**src/rtl/booth_pkg.sv**
```systemverilog
package booth_pkg;

  typedef enum logic [1:0] {
    STEP_HOLD = 2'd0,
    STEP_ADD  = 2'd1,
    STEP_SUB  = 2'd2
  } step_op_e;

  // Bit pair decode: current multiplier bit and the bit to its right.
  function automatic step_op_e pair_to_op(input logic cur_bit, input logic right_bit);
    step_op_e op;
    unique case ({cur_bit, right_bit})
      2'b10:   op = STEP_SUB;
      2'b01:   op = STEP_ADD;
      default: op = STEP_HOLD;
    endcase
    return op;
  endfunction

endpackage

```
**src/rtl/booth_recode.sv**
```systemverilog
module booth_recode
  import booth_pkg::*;
(
  input  logic     cur_bit,
  input  logic     right_bit,
  output step_op_e op
);

  always_comb op = pair_to_op(cur_bit, right_bit);

endmodule

```
**src/rtl/booth_step.sv**
```systemverilog
module booth_step
  import booth_pkg::*;
#(
  parameter int N = 8
) (
  input  logic [N-1:0] acc,
  input  logic [N-1:0] mq,
  input  logic         right_bit,
  input  logic [N-1:0] mcand,
  input  step_op_e     op,
  output logic [N-1:0] acc_next,
  output logic [N-1:0] mq_next,
  output logic         right_next
);

  localparam int GW = N + 1;

  function automatic logic [GW-1:0] widen(input logic [N-1:0] v);
    return {v[N-1], v};
  endfunction

  function automatic logic [GW-1:0] combine(input logic [GW-1:0] a,
                                            input logic [GW-1:0] m,
                                            input step_op_e      sel);
    logic [GW-1:0] r;
    unique case (sel)
      STEP_ADD: r = a + m;
      STEP_SUB: r = a + (~m) + GW'(1);
      default:  r = a;
    endcase
    return r;
  endfunction

  logic [GW-1:0] guard_sum;

  always_comb begin
    guard_sum  = combine(widen(acc), widen(mcand), op);
    acc_next   = guard_sum[GW-1:1];
    mq_next    = {guard_sum[0], mq[N-1:1]};
    right_next = mq[0];
  end

endmodule

```
**src/rtl/booth_ctrl.sv**
```systemverilog
module booth_ctrl #(
  parameter int N = 8
) (
  input  logic clk,
  input  logic rst_n,
  input  logic start,
  output logic busy,
  output logic done,
  output logic load,
  output logic step
);

  localparam int CW = $clog2(N + 1);
  localparam logic [CW-1:0] LAST_IDX = CW'(N - 1);

  logic [CW-1:0] cnt_q;
  logic          last_step;

  always_comb begin
    load      = start && !busy;
    step      = busy;
    last_step = busy && (cnt_q == LAST_IDX);
  end

  always_ff @(posedge clk) begin
    if (!rst_n) begin
      busy  <= 1'b0;
      done  <= 1'b0;
      cnt_q <= '0;
    end else begin
      done <= last_step;
      if (load) begin
        busy  <= 1'b1;
        cnt_q <= '0;
      end else if (busy) begin
        if (last_step) busy <= 1'b0;
        else           cnt_q <= cnt_q + CW'(1);
      end
    end
  end

endmodule

```
**src/rtl/booth_mul_r2.sv**
```systemverilog
module booth_mul_r2
  import booth_pkg::*;
#(
  parameter int N = 8
) (
  input  logic           clk,
  input  logic           rst_n,
  input  logic           start,
  input  logic [N-1:0]   multiplicand,
  input  logic [N-1:0]   multiplier,
  output logic           busy,
  output logic           done,
  output logic [2*N-1:0] product
);

  logic [N-1:0] acc_q, mq_q, mcand_q;
  logic         right_q;
  logic [N-1:0] acc_n, mq_n;
  logic         right_n;
  logic         load_ev, step_ev;
  step_op_e     step_op;

  booth_ctrl #(.N(N)) u_ctrl (
    .clk   (clk),
    .rst_n (rst_n),
    .start (start),
    .busy  (busy),
    .done  (done),
    .load  (load_ev),
    .step  (step_ev)
  );

  booth_recode u_rec (
    .cur_bit   (mq_q[0]),
    .right_bit (right_q),
    .op        (step_op)
  );

  booth_step #(.N(N)) u_step (
    .acc        (acc_q),
    .mq         (mq_q),
    .right_bit  (right_q),
    .mcand      (mcand_q),
    .op         (step_op),
    .acc_next   (acc_n),
    .mq_next    (mq_n),
    .right_next (right_n)
  );

  always_ff @(posedge clk) begin
    if (!rst_n) begin
      acc_q   <= '0;
      mq_q    <= '0;
      right_q <= 1'b0;
      mcand_q <= '0;
    end else if (load_ev) begin
      acc_q   <= '0;
      mq_q    <= multiplier;
      right_q <= 1'b0;
      mcand_q <= multiplicand;
    end else if (step_ev) begin
      acc_q   <= acc_n;
      mq_q    <= mq_n;
      right_q <= right_n;
    end
  end

  assign product = {acc_q, mq_q};

endmodule

```
**config.mk**
```make
export PLATFORM = sky130hd
export DESIGN_NAME = booth_mul_r2
export DESIGN_NICKNAME = d
export VERILOG_FILES = /design/src/rtl/booth_pkg.sv /design/src/rtl/booth_recode.sv /design/src/rtl/booth_step.sv /design/src/rtl/booth_ctrl.sv /design/src/rtl/booth_mul_r2.sv
export SDC_FILE = /design/constraint.sdc
export NUM_CORES = 1
export LEC_CHECK = 0
export ABC_AREA = 1
export BUFFER_PORTS_ARGS = -buffer_cell sky130_fd_sc_hd__buf_4
export CAP_MARGIN = 10
export CORE_UTILIZATION = 51
export DETAILED_ROUTE_END_ITERATION = 7
export PLACE_DENSITY_LB_ADDON = 0.08
export SETUP_SLACK_MARGIN = 0.3
export SKIP_LAST_GASP = 1
export SLEW_MARGIN = 10
export SYNTH_ARGS = -nofsm -noshare
export SYNTH_HDL_FRONTEND = slang
export SYNTH_SLANG_ARGS = --single-unit
```
**constraint.sdc**
```tcl
create_clock -name clk -period 1.7 [get_ports clk]
set_input_delay 0.085 -clock clk [delete_from_list [all_inputs] [get_ports clk]]
set_output_delay 0.085 -clock clk [all_outputs]
set_load 0.1 [all_outputs]
```
# Yosys cells after proc, flatten, opt, wreduce, memory -nomap -nowiden
# Cells that the tools add are included.
# classes
n_reduce_logical	8
eq_ne	5
bitwise	3
addsub	4
muxes	7
# ops
operator	count
case mux 9 bit (2 select lines)	1
2-to-1 mux 8 bit	2
adder 8 x 8 -> 9 bit	1
adder 9 x 1 -> 9 bit (second input constant)	1
adder 9 bit	1
inverter 9 bit	1
adder 4 x 1 -> 4 bit (second input constant)	1
== test 2 x 1 -> 1 bit (second input constant)	2
== test 2 bit (second input constant)	2
== test 4 x 3 -> 1 bit (second input constant)	1
case mux 2 bit (2 select lines)	1
AND reduction 2 bit	2
nonzero test 2 bit	2
2-to-1 mux 1 bit	3
logical AND 1 bit	2
inverter 1 bit	2
OR reduction 2 bit	1
logical NOT 1 bit	1
# word_totals
elab_cells	35
register_bits	31
inputBits	19
output_inout_bits	18

# Logic depth before layout (Yosys ltp)
# depth
ltp_word	6
ltp_mapped	15

# Modules after synthesis
# Synthesis repeated with hierarchy kept, for this count alone.
# hier_totals
hier_cells	391
area_unflattened_um2	2389.8
# by_module_without_submodules
module	instances	seq_area_each_um2	cells_each	area_each_um2
booth_step	1	0.0	206	1107.3
booth_mul_r2	1	500.5	142	992.2
booth_ctrl	1	120.1	39	275.3
booth_recode	1	0.0	4	15.0

# Least setup slack after synthesis
# Ideal clock, no wire load.
# synth_timing
kind	register -> register
from	register acc_q[0]
to	register acc_q[7]
arrival_ns	2.177
path_stages_with_launch	16
path_buffers	0
t_required_ns	1.591
period_less_slack_ns	2.286
path_slack_ns	-0.586
cell_sequence	dfxtp_1 -> inv_1 -> ha_1 -> inv_1 -> fa_1 -> nand2_1 -> nand2_1 -> nand3b_1 -> nand2_1 -> nand2_1 -> nand3_1 -> nand2_1 -> nand2_1 -> nand3_1 -> nand2_1 -> inv_1
# synth_between
elab_chain_len	3
elab_cells_between_ends	4
# synth_lines
element	line_no	text
from (decl)	booth_mul_r2.sv:16	logic [N-1:0] acc_q, mq_q, mcand_q;
from (signal assigned)	booth_mul_r2.sv:62	acc_q <= acc_n;
adder 9 bit	booth_step.sv:28	STEP_SUB: r = a + (~m) + GW'(1);
adder 9 x 1 -> 9 bit	booth_step.sv:28	
case mux 9 bit (2 select lines) *	booth_step.sv:26	unique case (sel)
# Mark *: on every way between the ends. The rest lies on a longest branch, timed or not.
# A chain may end at the register's enable or synchronous reset.

# Worst setup path after layout
# layout_timing
from	register acc_q[0]
to	register acc_q[5]
# Same word-level chain as after synthesis.

==> reports/summary.log <==
INFO  critical_path  critical_path_endpoint_category=register
INFO  power          power.share.clock=27.8%
INFO  grt            overflow=0
INFO  critical_path  crit_path_max_incr_delay=360ps
INFO  layout         nets=420
INFO  critical_path  critical_path.startpoint_type=register
INFO  routing        met2WireLength=3001um
INFO  timing         post-route-min-period=1740ps
INFO  grt            antenna_found_initial=0
INFO  timing         final-setup-viol-count=3
INFO  worst_hold_path worstHoldEndpoint=mcand_q[0]$_SDFFE_PN0P_
INFO  logic_synthesis ys_async_sr_fraction=0%
INFO  layout         final_area=2928um2
INFO  routing        initialDrtViolationCount=120
INFO  logic_synthesis synth-edff-count=0
INFO  cts            clock_tree.htree_level_count=2
INFO  critical_path  worst-endpoint-arrival=1940ps
INFO  power          power_report.internal_total=1.297mW
INFO  logic_synthesis synth_sequential_area_ratio=28.64%
INFO  timing         hold_violations=0
INFO  timing         totalNegativeSetupSlack=-79.21ps
INFO  power          reg_power_share=38.7%
INFO  routing        met3RoutedLength=289um
INFO  power          power_density=702.5nW/um2
INFO  cts            clk_pin_slew=70ps
INFO  grt            grt_pass1_vias=2036
INFO  grt            grt.total_usage=27.62%
INFO  cts            tritoncts=yes
INFO  timing         finalMaxSlewViolations=0
INFO  timing         worst_path_setup_slack_after_routing=-40.27ps
INFO  logic_synthesis synthesized_instance_count=327
INFO  timing         achievable-frequency=574.6MHz
INFO  die            fp.coreArea=4029um2
INFO  flow_run       drv.max_cap_violation_count=0
INFO  place          place.port_buffers=36
INFO  critical_path  crit_fanout=3
INFO  place          dpl.hpwl=4122um
INFO  routing        wl=5981um
INFO  critical_path  cell_repeated_most_along_the_worst_path=sky130_fd_sc_hd__nand2_1
INFO  critical_path  critical_path.cell_chain=inv_2 -> ha_4 -> inv_4 -> fa_2 -> nand2_2 -> nand2_2 -> nand3b_1 -> nand2_1 -> nand2_1 -> nand3_1 -> nand3_1 -> nand2_1 -> a21oi_1
INFO  worst_hold_path worst_hold_path.num_cells=3
INFO  routing        avgRoutedWirePerCell=13.88um
INFO  critical_path  cpMaxStageDelayCell=sky130_fd_sc_hd__dfxtp_4
INFO  routing        m1WireLength=2592um
INFO  timing         fin_worst_skew=9.674ps
INFO  die            floorplan.initialDensity=53.79%
INFO  layout         non_filler_instance_count_after_layout=431
INFO  die            die-height=67.19um
INFO  logic_synthesis synth-main-ff-cell=sky130_fd_sc_hd__dfxtp_1
INFO  critical_path  rr_endpoint=acc_q[5]$_SDFFE_PP0P_
INFO  routing        routed_via_density=5.223
INFO  cts            ctsRootBufferMaster=sky130_fd_sc_hd__clkbuf_8
INFO  cts            clock_tree.buffer_depth=2
INFO  logic_synthesis syn_area=2167um2
INFO  cts            cts_num_sinks=31
INFO  timing         max_slew_headroom=81.28%
INFO  logic_synthesis netlist-cell-type-count=28
INFO  layout         num-fill-cells=367
INFO  power          p_leak=1.382nW
INFO  die            die_area=4514um2
INFO  die            floorplan.io_pins=37
INFO  run_status     outcome=complete, but fails checks
INFO  timing         worst_pin_slew=283.1ps
INFO  timing         rsz0062_at_grt=yes
INFO  critical_path  worstReg2RegStart=acc_q[0]$_SDFFE_PP0P_
INFO  routing        ant_nets=0
INFO  routing        detail_route.drc_violations=0
INFO  run_status     failed_checks=negative setup slack
INFO  die            floorplan.die.width=67.19um
INFO  cts            numCtsBuffers=5
INFO  layout         insertedDiodeCount=0
INFO  critical_path  timing_worst_setup_path_type=register to register
INFO  logic_synthesis synth_fp_nets=367
INFO  routing        num_vias=2251
INFO  routing        drt_first_pass_iters=4
INFO  timing         final_clock_period_utilization_by_the_worst_path=102.4%
INFO  critical_path  critPathRequiredTime=1900ps
INFO  worst_hold_path hold_path_startpoint=multiplicand[0]
INFO  power          finalPower=2.057mW
INFO  place          gp_routability_congestion=0.9189
INFO  grt            grt_start_max_net_pins=18
INFO  place          dp_cells=408
INFO  power          proportion_of_power_drawn_by_combinational_gates=33.5%
INFO  place          placed_area=2577um2
INFO  routing        highest_layer=met4
INFO  critical_path  rr_worst_depth=13
INFO  critical_path  ff2ff_setup_slack=-40ps
INFO  die            std_cell_rows=23
INFO  grt            grt_first_pass_wirelength=9259um
INFO  power          switching_share_of_power=36.93%
INFO  logic_synthesis ys_seq_elements=31
INFO  power          power.net_switching=0.7596mW
INFO  power          vdd.ir_drop.worst=0.6155mV
INFO  cts            latest_clock_arrival_within_the_worst_skew_pair=290ps
INFO  layout         area_delta_synth_final=35.10%
INFO  logic_synthesis syn-mean-instance-area=6.627um2
INFO  worst_hold_path min_path_type=input pin to register
INFO  logic_synthesis synthesis.yosys.warnings=0
INFO  layout         post_route_cells_drive_above_1_share=36.22%
==> layout by cell type, fill, tap and decap left out, types with 2 or more instances in the layout <==
cell type and instances:
sky130_fd_sc_hd__a21boi_0 2, sky130_fd_sc_hd__a21oi_1 17, sky130_fd_sc_hd__a21oi_2 5, sky130_fd_sc_hd__a311oi_1 2, sky130_fd_sc_hd__buf_4 58, sky130_fd_sc_hd__clkbuf_8 5, sky130_fd_sc_hd__clkinv_2 2, sky130_fd_sc_hd__clkinvlp_4 3
sky130_fd_sc_hd__dfxtp_1 11, sky130_fd_sc_hd__dfxtp_2 10, sky130_fd_sc_hd__dfxtp_4 10, sky130_fd_sc_hd__fa_2 2, sky130_fd_sc_hd__ha_1 8, sky130_fd_sc_hd__ha_4 10, sky130_fd_sc_hd__inv_1 42, sky130_fd_sc_hd__inv_2 7
sky130_fd_sc_hd__inv_4 5, sky130_fd_sc_hd__nand2_1 70, sky130_fd_sc_hd__nand2_2 11, sky130_fd_sc_hd__nand3_1 27, sky130_fd_sc_hd__nand3_2 5, sky130_fd_sc_hd__nand3b_1 2, sky130_fd_sc_hd__nor2_1 30, sky130_fd_sc_hd__nor3_1 3
sky130_fd_sc_hd__o211ai_1 3, sky130_fd_sc_hd__o21ai_0 16, sky130_fd_sc_hd__o21ai_1 2, sky130_fd_sc_hd__o221ai_1 5
==> how the worst max path moves through the flow <==
stage | endpoint | cells past startpoint | from | slack [ps]
after floorplan | acc_q[7]$_SDFFE_PP0P_ | 15 | acc_q[0]$_SDFFE_PP0P_ | -40
after global placement | acc_q[7]$_SDFFE_PP0P_ | 13 | mcand_q[0]$_SDFFE_PN0P_ | 20
after detailed placement | acc_q[7]$_SDFFE_PP0P_ | 13 | mcand_q[0]$_SDFFE_PN0P_ | -60
after CTS | acc_q[7]$_SDFFE_PP0P_ | 15 | acc_q[0]$_SDFFE_PP0P_ | 10
after global routing | acc_q[7]$_SDFFE_PP0P_ | 15 | acc_q[0]$_SDFFE_PP0P_ | -150
final | acc_q[5]$_SDFFE_PP0P_ | 13 | acc_q[0]$_SDFFE_PP0P_ | -40
==> synthesized netlist by cell type, drive strengths merged, types with 2 or more instances <==
master  instances  share of area, %
a21boi          2              0.69
a21oi          22               5.4
a311oi          2              0.81
buf            10               3.8
clkbuf          3              0.69
dfxtp          31                29
fa              2               1.8
ha             19                11
inv            55               9.5
nand2          81                14
nand3          32               7.4
nand3b          2              0.69
nor2           32               5.9
nor3            3              0.69
o211ai          3               1.0
o21ai          18               4.2
o221ai          6               2.4
==> sequential cells by signal, summed over array words and instances (netlist names) <==
register,count
acc_q,8
mcand_q,8
mq_q,8
right_q,1
u_ctrl.busy,1
u_ctrl.cnt_q,4
u_ctrl.done,1
==> power by group through the flow <==
stage                     registers [mW]  clock network (mW)  logic (mW)
after global routing               0.802               0.618       0.748
after detailed placement           0.810                   0       0.581
after CTS                          0.797               0.587       0.619
final                              0.797               0.571       0.689
after global placement             0.808                   0       0.579
after floorplan                    0.924                   0       0.329
==> cell families after synthesis <==
logic type	synth area share, %
AOI/OAI and AO/OA	14.55
adders and majority gates	12.82
buffers and inverters	14.20
DFF	28.64
and+or+nand+nor	29.79
==> metrics by stage <==
step                      worst slack (ps)  utilization [%]  hold slack (ps)
final                               -40.27            72.67            30.48
after global routing                -150.4            72.67            28.87
after CTS                            10.24            68.79            26.36
after detailed placement            -59.29            63.98            328.1
after global placement               19.21            63.98            319.4
after floorplan                     -36.50                -            219.9
==> critical path: cells and delay by family (launching register included) <==
| kind | cells | cell delay (ps) |
|---|---|---|
| compound gates | 1 | 130 |
| fa+ha+maj | 2 | 470 |
| buf+inv | 2 | 100 |
| flops | 1 | 360 |
| simple gates | 8 | 580 |
==> repair_timing <==
item,CTS,global route
resized for setup,26,22
endpoints found under the setup margin,10,18
hold buffers,0,0
pin swaps,11,13
setup buffers,4,10
gates cloned,0,1
==> layer usage <==
| layer | track usage, % | up-vias |
|---|---|---|
| li1 | - | 1156 |
| met1 | 34.40 | 1023 |
| met2 | 48.00 | 63 |
| met3 | 4.899 | 9 |
| met4 | 8.511 | 0 |
| met5 | 0 | - |
==> final cells by class <==
cell class,count,area [um2],area share (%)
Inverter,56,229.0,7.821
Clock inverter,2,11.26,0.3846
Tap cell,50,62.56,2.137
Clock buffer,6,72.57,2.479
Timing Repair Buffer,58,435.4,14.87
Multi-Input combinational cell,227,1439,49.15
Sequential cell,31,670.6,22.91
Timing Repair inverter,1,7.507,0.2564
(Power assumes the default switching activity.)
